$ cat config.mk
export PLATFORM = sky130hd
export DESIGN_NAME = tage_predictor
export DESIGN_NICKNAME = d
export VERILOG_FILES = /design/src/rtl/tage_pkg.sv /design/src/rtl/tage_hash.sv /design/src/rtl/tage_base_table.sv /design/src/rtl/tage_tagged_table.sv /design/src/rtl/tage_predictor.sv
export SDC_FILE = /design/constraint.sdc
export NUM_CORES = 2
export LEC_CHECK = 0
export ABC_CLOCK_PERIOD_IN_PS = 7200
export CAP_MARGIN = 20
export CORE_MARGIN = 4
export CORE_UTILIZATION = 25
export CTS_CLUSTER_SIZE = 14
export DETAILED_ROUTE_END_ITERATION = 8
export PLACE_DENSITY = 0.48
export SKIP_CTS_REPAIR_TIMING = 1
export SLEW_MARGIN = 20
export SYNTH_ARGS = -nofsm -noshare
export SYNTH_HDL_FRONTEND = slang
export SYNTH_HIERARCHICAL = 1
export SYNTH_SLANG_ARGS = --single-unit
$ cat constraint.sdc
create_clock -name clk -period 7.2 [get_ports clk]
set_clock_uncertainty 0.1 [all_clocks]
set_input_delay 0.72 -clock clk [delete_from_list [all_inputs] [get_ports clk]]
set_output_delay 0.72 -clock clk [all_outputs]
set_load 0.02 [all_outputs]
$ cat src/rtl/tage_pkg.sv
// Shared sizes and helpers for the tagged geometric-history predictor.
// Assumes word-aligned branch addresses (the low PC_LSB bits carry no information).
package tage_pkg;
    localparam int NUM_TAB = 4;
    localparam int PC_W    = 32;
    localparam int PC_LSB  = 2;
    localparam int BASE_IW = 6;
    localparam int TAB_IW  = 5;
    localparam int TAG_W   = 8;
    localparam int HIST_LEN [NUM_TAB] = '{5, 13, 30, 71};
    localparam int HIST_W  = 71;
    localparam int PROV_W  = $clog2(NUM_TAB + 1);

    // One saturating step of a 2-bit counter toward the outcome.
    function automatic logic [1:0] ctr_step(logic [1:0] c, logic up);
        if (up) return (c == 2'b11) ? c : c + 2'b01;
        else    return (c == 2'b00) ? c : c - 2'b01;
    endfunction
endpackage

$ cat src/rtl/tage_hash.sv
// Computes a tagged table's index and partial tag from a PC and the global
// history. The history slice of length LEN is XOR-folded into IW bits for the
// index and TW bits for the tag, each folded value XORed with distinct PC bits.
// Assumes LEN <= HIST_W.
module tage_hash #(
    parameter int PC_W   = 32,
    parameter int PC_LSB = 2,
    parameter int HIST_W = 71,
    parameter int LEN    = 5,
    parameter int IW     = 5,
    parameter int TW     = 8
) (
    input  logic [PC_W-1:0]   pc,
    input  logic [HIST_W-1:0] ghist,
    output logic [IW-1:0]     idx,
    output logic [TW-1:0]     tag
);
    logic [IW-1:0] idx_fold;
    logic [TW-1:0] tag_fold;
    logic          unused_bits;

    // Fold the history slice into both widths, bit by bit.
    always_comb begin
        idx_fold = '0;
        tag_fold = '0;
        for (int i = 0; i < LEN; i++) begin
            idx_fold[i % IW] = idx_fold[i % IW] ^ ghist[i];
            tag_fold[i % TW] = tag_fold[i % TW] ^ ghist[i];
        end
    end

    assign idx = pc[PC_LSB +: IW] ^ idx_fold;
    assign tag = pc[PC_LSB + IW +: TW] ^ tag_fold;
    assign unused_bits = ^{pc, ghist};
endmodule

$ cat src/rtl/tage_base_table.sv
// Untagged bimodal table of 2-bit counters indexed by PC bits alone.
// Read is combinational; training happens on the clock edge.
module tage_base_table
    import tage_pkg::*;
#(
    parameter int IW = 6
) (
    input  logic          clk,
    input  logic          rst_n,
    input  logic [IW-1:0] rd_idx,
    output logic          rd_dir,
    input  logic [IW-1:0] wr_idx,
    input  logic          ctr_en,
    input  logic          taken
);
    localparam int DEPTH = 1 << IW;
    logic [1:0] ctr_q [DEPTH];

    // Reset to weak not-taken; train one step on each enabled update.
    always_ff @(posedge clk) begin
        if (!rst_n) begin
            for (int i = 0; i < DEPTH; i++) ctr_q[i] <= 2'b01;
        end else if (ctr_en) begin
            ctr_q[wr_idx] <= ctr_step(ctr_q[wr_idx], taken);
        end
    end

    assign rd_dir = ctr_q[rd_idx][1];

    assert_base_sat_hi_R4: assert property (@(posedge clk) disable iff (!rst_n)
        (ctr_en && taken && ctr_q[wr_idx] == 2'b11) |=> ctr_q[$past(wr_idx)] == 2'b11);
    assert_base_sat_lo_R4: assert property (@(posedge clk) disable iff (!rst_n)
        (ctr_en && !taken && ctr_q[wr_idx] == 2'b00) |=> ctr_q[$past(wr_idx)] == 2'b00);
endmodule

$ cat src/rtl/tage_tagged_table.sv
// One tagged table: valid bit, partial tag, direction counter and usefulness
// counter per entry. Lookup read is combinational. The update side exposes
// the usefulness at the update index and applies training, usefulness change
// or allocation on the edge. Allocation takes precedence over other writes.
module tage_tagged_table
    import tage_pkg::*;
#(
    parameter int IW = 5,
    parameter int TW = 8
) (
    input  logic          clk,
    input  logic          rst_n,
    input  logic [IW-1:0] rd_idx,
    input  logic [TW-1:0] rd_tag,
    output logic          rd_hit,
    output logic          rd_dir,
    input  logic [IW-1:0] wr_idx,
    input  logic [TW-1:0] wr_tag,
    output logic [1:0]    wr_u,
    input  logic          ctr_en,
    input  logic          taken,
    input  logic          u_inc,
    input  logic          u_dec,
    input  logic          alloc
);
    localparam int DEPTH = 1 << IW;
    logic [DEPTH-1:0] valid_q;
    logic [TW-1:0]    tag_q [DEPTH];
    logic [1:0]       ctr_q [DEPTH];
    logic [1:0]       u_q   [DEPTH];

    // Entry state: clear on reset, then allocate or train on updates.
    always_ff @(posedge clk) begin
        if (!rst_n) begin
            valid_q <= '0;
            for (int i = 0; i < DEPTH; i++) begin
                tag_q[i] <= '0;
                ctr_q[i] <= 2'b01;
                u_q[i]   <= 2'b00;
            end
        end else if (alloc) begin
            valid_q[wr_idx] <= 1'b1;
            tag_q[wr_idx]   <= wr_tag;
            ctr_q[wr_idx]   <= taken ? 2'b10 : 2'b01;
            u_q[wr_idx]     <= 2'b00;
        end else begin
            if (ctr_en) ctr_q[wr_idx] <= ctr_step(ctr_q[wr_idx], taken);
            if (u_inc && u_q[wr_idx] != 2'b11)      u_q[wr_idx] <= u_q[wr_idx] + 2'b01;
            else if (u_dec && u_q[wr_idx] != 2'b00) u_q[wr_idx] <= u_q[wr_idx] - 2'b01;
        end
    end

    assign rd_hit = valid_q[rd_idx] && (tag_q[rd_idx] == rd_tag);
    assign rd_dir = ctr_q[rd_idx][1];
    assign wr_u   = u_q[wr_idx];

    assert_tag_ctr_sat_R4: assert property (@(posedge clk) disable iff (!rst_n)
        (ctr_en && !alloc && taken && ctr_q[wr_idx] == 2'b11) |=> ctr_q[$past(wr_idx)] == 2'b11);
    assert_u_sat_R10: assert property (@(posedge clk) disable iff (!rst_n)
        (u_inc && !alloc && u_q[wr_idx] == 2'b11) |=> u_q[$past(wr_idx)] == 2'b11);
    assert_alloc_init_R11: assert property (@(posedge clk) disable iff (!rst_n)
        alloc |=> (valid_q[$past(wr_idx)] && u_q[$past(wr_idx)] == 2'b00
                   && tag_q[$past(wr_idx)] == $past(wr_tag)
                   && ctr_q[$past(wr_idx)] == ($past(taken) ? 2'b10 : 2'b01)));
endmodule

$ cat src/rtl/tage_predictor.sv
// Top of the direction predictor. Lookup: hashes the request PC against each
// tagged table, selects the longest hitting table (base table underneath) and
// registers the guess plus provider and alternate. Update: recomputes hashes
// from the update PC and the current history, trains the provider, adjusts
// usefulness, allocates on a wrong guess and shifts the history.
// Assumes updates arrive in program order, so history at update time equals
// history at lookup time.
module tage_predictor
    import tage_pkg::*;
(
    input  logic              clk,
    input  logic              rst_n,
    input  logic              req_valid,
    input  logic [PC_W-1:0]   req_pc,
    output logic              pred_valid,
    output logic              pred_taken,
    output logic [PROV_W-1:0] pred_provider,
    output logic              pred_alt_taken,
    input  logic              upd_valid,
    input  logic [PC_W-1:0]   upd_pc,
    input  logic              upd_taken,
    input  logic              upd_pred_taken,
    input  logic [PROV_W-1:0] upd_provider,
    input  logic              upd_alt_taken
);
    logic [HIST_W-1:0]       ghist_q;
    logic [NUM_TAB-1:0]      lk_hit, lk_dir;
    logic [NUM_TAB-1:0]      cand, up_free, alloc_vec, ctr_en, u_inc, u_dec;
    logic [NUM_TAB-1:0][1:0] up_u;
    logic                    base_dir, mispred, differ;
    logic                    sel_dir, sel_alt;
    logic [PROV_W-1:0]       sel_prov;

    assign mispred   = upd_valid && (upd_pred_taken != upd_taken);
    assign differ    = upd_pred_taken != upd_alt_taken;
    // Lowest-numbered free candidate wins the allocation.
    assign alloc_vec = up_free & (~up_free + NUM_TAB'(1));

    tage_base_table #(.IW(BASE_IW)) u_base (
        .clk    (clk),
        .rst_n  (rst_n),
        .rd_idx (req_pc[PC_LSB +: BASE_IW]),
        .rd_dir (base_dir),
        .wr_idx (upd_pc[PC_LSB +: BASE_IW]),
        .ctr_en (upd_valid && upd_provider == '0),
        .taken  (upd_taken)
    );

    for (genvar t = 0; t < NUM_TAB; t++) begin : g_tab
        logic [TAB_IW-1:0] lk_idx, up_idx;
        logic [TAG_W-1:0]  lk_tag, up_tag;

        tage_hash #(.PC_W(PC_W), .PC_LSB(PC_LSB), .HIST_W(HIST_W),
                    .LEN(HIST_LEN[t]), .IW(TAB_IW), .TW(TAG_W)) u_lk_hash (
            .pc(req_pc), .ghist(ghist_q), .idx(lk_idx), .tag(lk_tag));

        tage_hash #(.PC_W(PC_W), .PC_LSB(PC_LSB), .HIST_W(HIST_W),
                    .LEN(HIST_LEN[t]), .IW(TAB_IW), .TW(TAG_W)) u_up_hash (
            .pc(upd_pc), .ghist(ghist_q), .idx(up_idx), .tag(up_tag));

        assign ctr_en[t]  = upd_valid && (upd_provider == PROV_W'(t + 1));
        assign cand[t]    = mispred && (PROV_W'(t + 1) > upd_provider);
        assign up_free[t] = cand[t] && (up_u[t] == 2'b00);
        assign u_inc[t]   = ctr_en[t] && differ && (upd_taken == upd_pred_taken);
        assign u_dec[t]   = (ctr_en[t] && differ && (upd_taken != upd_pred_taken))
                          || (cand[t] && (up_free == '0));

        tage_tagged_table #(.IW(TAB_IW), .TW(TAG_W)) u_table (
            .clk    (clk),
            .rst_n  (rst_n),
            .rd_idx (lk_idx),
            .rd_tag (lk_tag),
            .rd_hit (lk_hit[t]),
            .rd_dir (lk_dir[t]),
            .wr_idx (up_idx),
            .wr_tag (up_tag),
            .wr_u   (up_u[t]),
            .ctr_en (ctr_en[t]),
            .taken  (upd_taken),
            .u_inc  (u_inc[t]),
            .u_dec  (u_dec[t]),
            .alloc  (alloc_vec[t])
        );
    end

    // Longest hit provides; the guess it displaces becomes the alternate.
    always_comb begin
        sel_prov = '0;
        sel_dir  = base_dir;
        sel_alt  = base_dir;
        for (int t = 0; t < NUM_TAB; t++) begin
            if (lk_hit[t]) begin
                sel_alt  = sel_dir;
                sel_dir  = lk_dir[t];
                sel_prov = PROV_W'(t + 1);
            end
        end
    end

    // Register the lookup result one cycle after the request.
    always_ff @(posedge clk) begin
        if (!rst_n) begin
            pred_valid     <= 1'b0;
            pred_taken     <= 1'b0;
            pred_provider  <= '0;
            pred_alt_taken <= 1'b0;
        end else begin
            pred_valid <= req_valid;
            if (req_valid) begin
                pred_taken     <= sel_dir;
                pred_provider  <= sel_prov;
                pred_alt_taken <= sel_alt;
            end
        end
    end

    // Shift each resolved outcome into the global history.
    always_ff @(posedge clk) begin
        if (!rst_n)         ghist_q <= '0;
        else if (upd_valid) ghist_q <= {ghist_q[HIST_W-2:0], upd_taken};
    end

    assert_pred_latency_R2: assert property (@(posedge clk) disable iff (!rst_n)
        req_valid |=> pred_valid);
    assert_pred_idle_R2: assert property (@(posedge clk) disable iff (!rst_n)
        !req_valid |=> !pred_valid);
    assert_hist_shift_R6: assert property (@(posedge clk) disable iff (!rst_n)
        upd_valid |=> (ghist_q[0] == $past(upd_taken)
                       && ghist_q[HIST_W-1:1] == $past(ghist_q[HIST_W-2:0])));
    assert_alloc_onehot_R11: assert property (@(posedge clk) disable iff (!rst_n)
        $onehot0(alloc_vec));
    assert_no_alloc_R13: assert property (@(posedge clk) disable iff (!rst_n)
        (!mispred || upd_provider == PROV_W'(NUM_TAB)) |-> alloc_vec == '0);
endmodule

==> After elaboration in Yosys (flattened, before gate mapping) <==
Memories as Yosys holds them, arrays and structs flattened.
Index checks and enable logic that the tools add are counted.
{ "op_classes": {"n_eq_ne": 21, "n_mux": 176, "add_sub_neg": 19, "n_reduce_logical": 78, "n_lt_le_gt_ge": 16, "bitwise": 163} }
{ "ops": {"columns": ["op", "n"], "rows": [
  ["1-bit XOR", 129],
  ["32-bit bitwise OR", 4],
  ["2-bit two-way mux", 51],
  ["1-bit two-way mux", 97],
  ["5-bit two-way mux", 12],
  ["5-bit by 6-bit less-than comparator with 1-bit output (second input constant)", 8],
  ["8-bit XOR", 6],
  ["1-bit logical AND", 46],
  ["5-bit XOR", 8],
  ["8-bit equality test", 4],
  ["8-bit two-way mux", 4],
  ["8-bit OR reduction", 4],
  ["1-bit binary-select mux with 5-bit select", 4],
  ["1-bit demux with 5-bit select", 4],
  ["5-bit by 1-bit greater-or-equal comparator with 1-bit output (second input constant)", 4],
  ["2-bit by 1-bit adder with 2-bit output (second input constant)", 9],
  ["2-bit logical NOT", 9],
  ["2-bit OR reduction", 9],
  ["2-bit by 1-bit subtractor with 2-bit output (second input constant)", 9],
  ["8-bit by 5-bit XOR with 8-bit output", 2],
  ["1-bit bitwise OR", 12],
  ["2-bit equality test (second input constant)", 5],
  ["3-bit two-way mux", 3],
  ["2-bit inequality test (second input constant)", 4],
  ["other kinds (16)", 26]
]} }
{ "word_totals": {"input_bits": 74, "reg_bits": 205, "memories": 13, "mem_bits_rw": 1664, "out_inout_bits": 6, "word_cells": 495} }
{ "memory_table": {"columns": ["memory", "words", "width", "read_ports", "rd_ports_with_merged_regs", "write_ports", "line_no", "rtl"], "rows": [
  ["g_tab[0].u_table.tag_q", 32, 8, 1, 0, 32, "tage_tagged_table.sv:28", "logic [TW-1:0] tag_q [DEPTH];"],
  ["g_tab[1].u_table.tag_q", 32, 8, 1, 0, 32, "tage_tagged_table.sv:28", null],
  ["g_tab[2].u_table.tag_q", 32, 8, 1, 0, 32, "tage_tagged_table.sv:28", null],
  ["g_tab[3].u_table.tag_q", 32, 8, 1, 0, 32, "tage_tagged_table.sv:28", null],
  ["u_base.ctr_q", 64, 2, 2, 0, 64, "tage_base_table.sv:17", "logic [1:0] ctr_q [DEPTH];"],
  ["g_tab[0].u_table.ctr_q", 32, 2, 2, 0, 32, "tage_tagged_table.sv:29", "logic [1:0] ctr_q [DEPTH];"],
  ["7 more memories", null, null, null, null, null, null, null]
]} }

==> Depth between registers and ports, before layout <==
An unclocked memory read counts as a cell.
{ "logic_depth": {"depth_word": 30, "ltp_mapped": 21, "ltp_nobuf": 18} }

==> Hierarchy <==
The synthesis kept the hierarchy.
{ "modules_own_cells": {"columns": ["module", "area_each_um2", "instances", "cells_each", "seq_area_each_um2"], "rows": [
  ["tage_tagged_table at g_tab[1].u_table ...", 19546.2, 3, 1381, 12171.7],
  ["tage_tagged_table at g_tab[0].u_table", 19655.1, 1, 1443, 12171.7],
  ["tage_base_table", 6993.0, 1, 622, 3843.7],
  ["tage_predictor", 3244.4, 1, 310, 1541.5],
  ["tage_hash at g_tab[3].u_lk_hash ...", 977.2, 2, 110, 0.0],
  ["tage_hash at g_tab[2].u_lk_hash ...", 605.6, 2, 44, 0.0],
  ["tage_hash at g_tab[1].u_lk_hash ...", 227.7, 2, 26, 0.0],
  ["tage_hash at g_tab[0].u_lk_hash ...", 110.1, 2, 13, 0.0]
]} }

==> Least setup slack after synthesis <==
OpenSTA, ideal clock, no wires.
{ "synth_path": {"kind": "reg2reg", "start": "register ghist_q[5]", "end": "memory g_tab[2].u_table.ctr_q[15][0], enable pin", "arrival_time_ns": 5.376, "path_buffers": 6, "period_less_slack_ns": 5.773, "path_stages_with_launch": 20, "setup_ns": 0.297, "required_time_ns": 6.803, "path_slack_ns": 1.427, "path_cell_list": "dfxtp_1 xnor3_1 xnor3_1 buf_2 buf_2 buf_2 mux4_2 a22o_1 nor4_1 inv_1 nor2_1 nand2_1 nor3b_1 o21a_1 clkbuf_1 and3_1 clkbuf_1 clkbuf_1 nand2_1 nand2_1"} }
{ "synth_lines": {"columns": ["item", "line_no", "rtl"], "rows": [
  ["start, declared", "tage_predictor.sv:26", "logic [HIST_W-1:0] ghist_q;"],
  ["start signal, assigned", "tage_predictor.sv:120", "else if (upd_valid) ghist_q <= {ghist_q[HIST_W-2:0], upd_taken};"],
  ["end, declared", "tage_tagged_table.sv:29", null]
]} }

==> metrics.csv <==
metric,value,unit
worst skew pair latency,0.91,ns
reg2reg path depth,19,
DIE WIDTH,615.9,µm
core area,366900,µm²
Detailed Route WL,281.1,mm
first-pass GRT wire length,410.6,mm
number of H-tree levels,4,
FF/Latch Area,54070,µm²
Slew headroom,0.1680,
FF-to-FF End,g_tab[2].u_table/u_q[27][1]$_SDFFCE_PN0P_,
"Max FO, Critical Path",13,
"worst slack, placed",0.1398,ns
fraction of layout cells with a size suffix above 1,0.1949,
Total Neg Setup Slack,0,ns
reg2reg setup slack,0.88,ns
number of synthesis warnings,6,
hold path startpoint,rst_n,
Area Growth Syn to Fin,16.26,%
max_cap viols,0,
hold path cells,2,
crit share post-route,0.8777,
LEAKAGE,37.34,nW
clk sinks,1869,
CP endpoint kind,register,
Placed Area,100400,µm²
Placed Cells,11740,
CP required,7.67,ns
die footprint,379300,µm²
vias per cell,4.732,
NumNets Final,7108,
PD cells,239.3,nW/µm²
per-cell routed wire length,23.14,µm
TritonCTS clock tree,yes,
IO Pins,80,
"IR drop worst, VDD",0.2208,mV
I/O Buffers,41,
Gate Count Post-Synth,6904,
routed vias,57480,
Post-synth EDFFs,1664,
RSZ-0062 raised after global routing,false,
"commonest cells after routing, fill and taps aside","edfxtp_1, and2_1, nor2_1",
number of global-route vias before repair,59290,
final hold viol count,0,
status,"complete, no violations",
Syn Nets,6986,
"Endpoint, Worst Hold",g_tab[2].u_table/u_q[26][1]$_SDFFCE_PN0P_,
Clock Pin Slew Worst Setup and Hold Paths,0.06,ns
Placer Congestion,0.8253,
min Tclk post-route,6.320,ns
CP Class,register to register,
Synth cell types,72,
final instance area,107400,µm²
CTS Buf Count,211,
Netlist Area Pre-Place,92370,µm²
ys async rst share,0,
DRT Pass-1 Iters,6,
leading area contributor after synthesis,edfxtp_1,
Filler Cells Inserted,36850,
"commonest non-fill, non-tap cell in the layout",edfxtp_1,
DR iter-0 viols,4914,
initial antenna violation count,16,
fin worst setup slack,0.8804,ns
Synth top area share,0.5409,
DP Wirelength,186.8,mm
Total GRT Usage,0.1439,
Synth Register Bits,1869,
leading post-synthesis cells by cell area,"edfxtp_1, mux4_2, and2_1, dfxtp_1, xnor2_1",
post-route ant nets,0,
Cell Rows,222,
Slew @ Worst Pin,1.239,ns
worst reg2reg path startpoint,ghist_q[2]$_SDFFE_PN0P_,
Max Fclk,0.1582,GHz
detailed-route DRC error count,0,
multi-input combinational cell area,36270,µm²
Initial Util,0.2517,
setup violation total in the final timing report,0,
commonest register cell after synthesis,edfxtp_1,
GRT Residual Overflow,0,
syn_area_per_cell,13.38,µm²
largest net degree at the start of global routing,81,
worst path arrival time,6.79,ns
max-slew violation total from the final report,0,
class of the worst hold path,input pin to register,
maximum clock path buffer count,4,
Final Non-Filler Cells,12150,
crit start category,register,
clock root buffer master,clkbuf_16,
Final Util,0.2927,
"Seq/Total Area, Yosys",0.5854,
die height,615.9,µm
[how the worst max path moves through the flow]
stage                             from                                           to  slack [ns]  cells past startpoint
6_report       ghist_q[2]$_SDFFE_PN0P_    g_tab[2].u_table/u_q[27][1]$_SDFFCE_PN0P_        0.88                     19
5_1_grt        ghist_q[2]$_SDFFE_PN0P_    g_tab[2].u_table/u_q[14][0]$_SDFFCE_PN0P_        0.50                     19
4_1_cts        ghist_q[2]$_SDFFE_PN0P_    g_tab[2].u_table/u_q[18][1]$_SDFFCE_PN0P_        0.81                     19
3_5_place_dp                 upd_pc[6]    g_tab[2].u_table/u_q[18][0]$_SDFFCE_PN0P_        0.14                     17
3_3_place_gp                 upd_pc[6]    g_tab[2].u_table/u_q[10][0]$_SDFFCE_PN0P_        0.16                     17
2_1_floorplan  ghist_q[5]$_SDFFE_PN0P_  g_tab[2].u_table/ctr_q[15][0]$_SDFFCE_PN1P_        1.43                     19
[where the power goes]
| part | total, W | internal, W | leakage [nW] | switching (W) |
|---|---|---|---|---|
| clock | 0.0109 | 0.00637 | 3.37 | 0.00453 |
| combinational | 0.00264 | 0.000994 | 15.7 | 0.00165 |
| sequential | 0.0122 | 0.0121 | 18.2 | 0.0000957 |
| total | 0.0257 | 0.0194 | 37.3 | 0.00628 |
[synthesized netlist by cell type (7+ instances only)]
library cell	number
a211oi_1	17
a21o_1	131
a21oi_1	22
a221oi_1	17
a22o_1	22
a22oi_1	67
and2_1	1032
and3_1	16
and3b_1	15
and4_1	7
buf_1	42
buf_2	93
buf_4	28
buf_6	21
clkbuf_1	380
dfxtp_1	205
edfxtp_1	1664
ha_1	8
inv_1	26
mux2_2	33
mux2i_1	145
mux4_2	495
nand2_1	445
nand2b_1	30
nand3_1	130
nand3b_1	28
nand4_1	109
nor2_1	513
nor2b_1	121
nor3_1	149
nor3b_1	20
nor4_1	11
o2111ai_1	7
o21a_1	9
o21ai_0	296
o22ai_1	34
or2_2	13
or3_1	7
or3b_2	20
xnor2_1	275
xnor3_1	34
xor2_1	91
[through the flow]
stage	hold slack [ns]	power, W
2_1_floorplan	0.3211	0.01401
3_3_place_gp	0.3274	0.01503
3_5_place_dp	0.3344	0.01506
4_1_cts	0.2343	0.02605
5_1_grt	0.2897	0.02664
6_report	0.2946	0.02570
[final cells by class]
| class | instances | share of cell area |
|---|---|---|
| timing repair buffer | 473 | 0.03552 |
| antenna | 11 | 0.0002563 |
| tap | 4928 | 0.05742 |
| clock inverter | 95 | 0.009904 |
| clock buffer | 299 | 0.05468 |
| inverter | 26 | 0.0009088 |
| sequential | 1869 | 0.5035 |
| multi-input combinational | 4445 | 0.3378 |
[sequential cells by signal, summed over array words and instances (netlist names), 3 cells and up]
| name | flops |
|---|---|
| ghist_q | 71 |
| pred_provider | 3 |
| g_tab.u_table/ctr_q | 256 |
| g_tab.u_table/tag_q | 1024 |
| g_tab.u_table/valid_q | 128 |
| u_base/ctr_q | 128 |
| g_tab.u_table/u_q | 256 |
[kinds of logic (layout without fill, tap and decap cells)]
group | after synthesis | in the layout | synth area share
AO/OA/AOI/OAI | 678 | 678 | 0.04703
other | 0 | 11 | 0
AND/OR/NAND/NOR | 2682 | 2682 | 0.1545
flip-flops | 1869 | 1869 | 0.5854
multiplexers | 673 | 673 | 0.1404
adder cells (fa/ha/maj) | 11 | 11 | 0.001422
buffers and inverters | 590 | 893 | 0.02808
XOR/XNOR | 401 | 401 | 0.04317
[metal layers]
layer | GRT usage | up-vias | part of all wire
met5 | 0 | - | 0
met4 | 0.04360 | 0 | 0.029
met3 | 0.01551 | 385 | 0.043
met2 | 0.2491 | 1445 | 0.50
met1 | 0.1889 | 29850 | 0.43
li1 | - | 25800 | -
[worst max-delay path, cell delays in order (launching register included)]
cell and delay, ns:
dfxtp_1 0.68, buf_4 0.30, xnor2_1 0.20, xnor2_1 0.12, xnor2_1 0.30, xor2_2 0.54
buf_4 0.31, and3b_1 0.51, a22oi_1 0.22, and4_1 0.30, inv_1 0.15, nor2_1 0.09
o32ai_1 0.32, buf_4 0.21, nand2b_1 0.08, a21boi_0 0.28, a21oi_1 0.15, nor2_1 0.74
nand2_1 0.22, nand2_1 0.16
(Power assumes the default switching activity.)
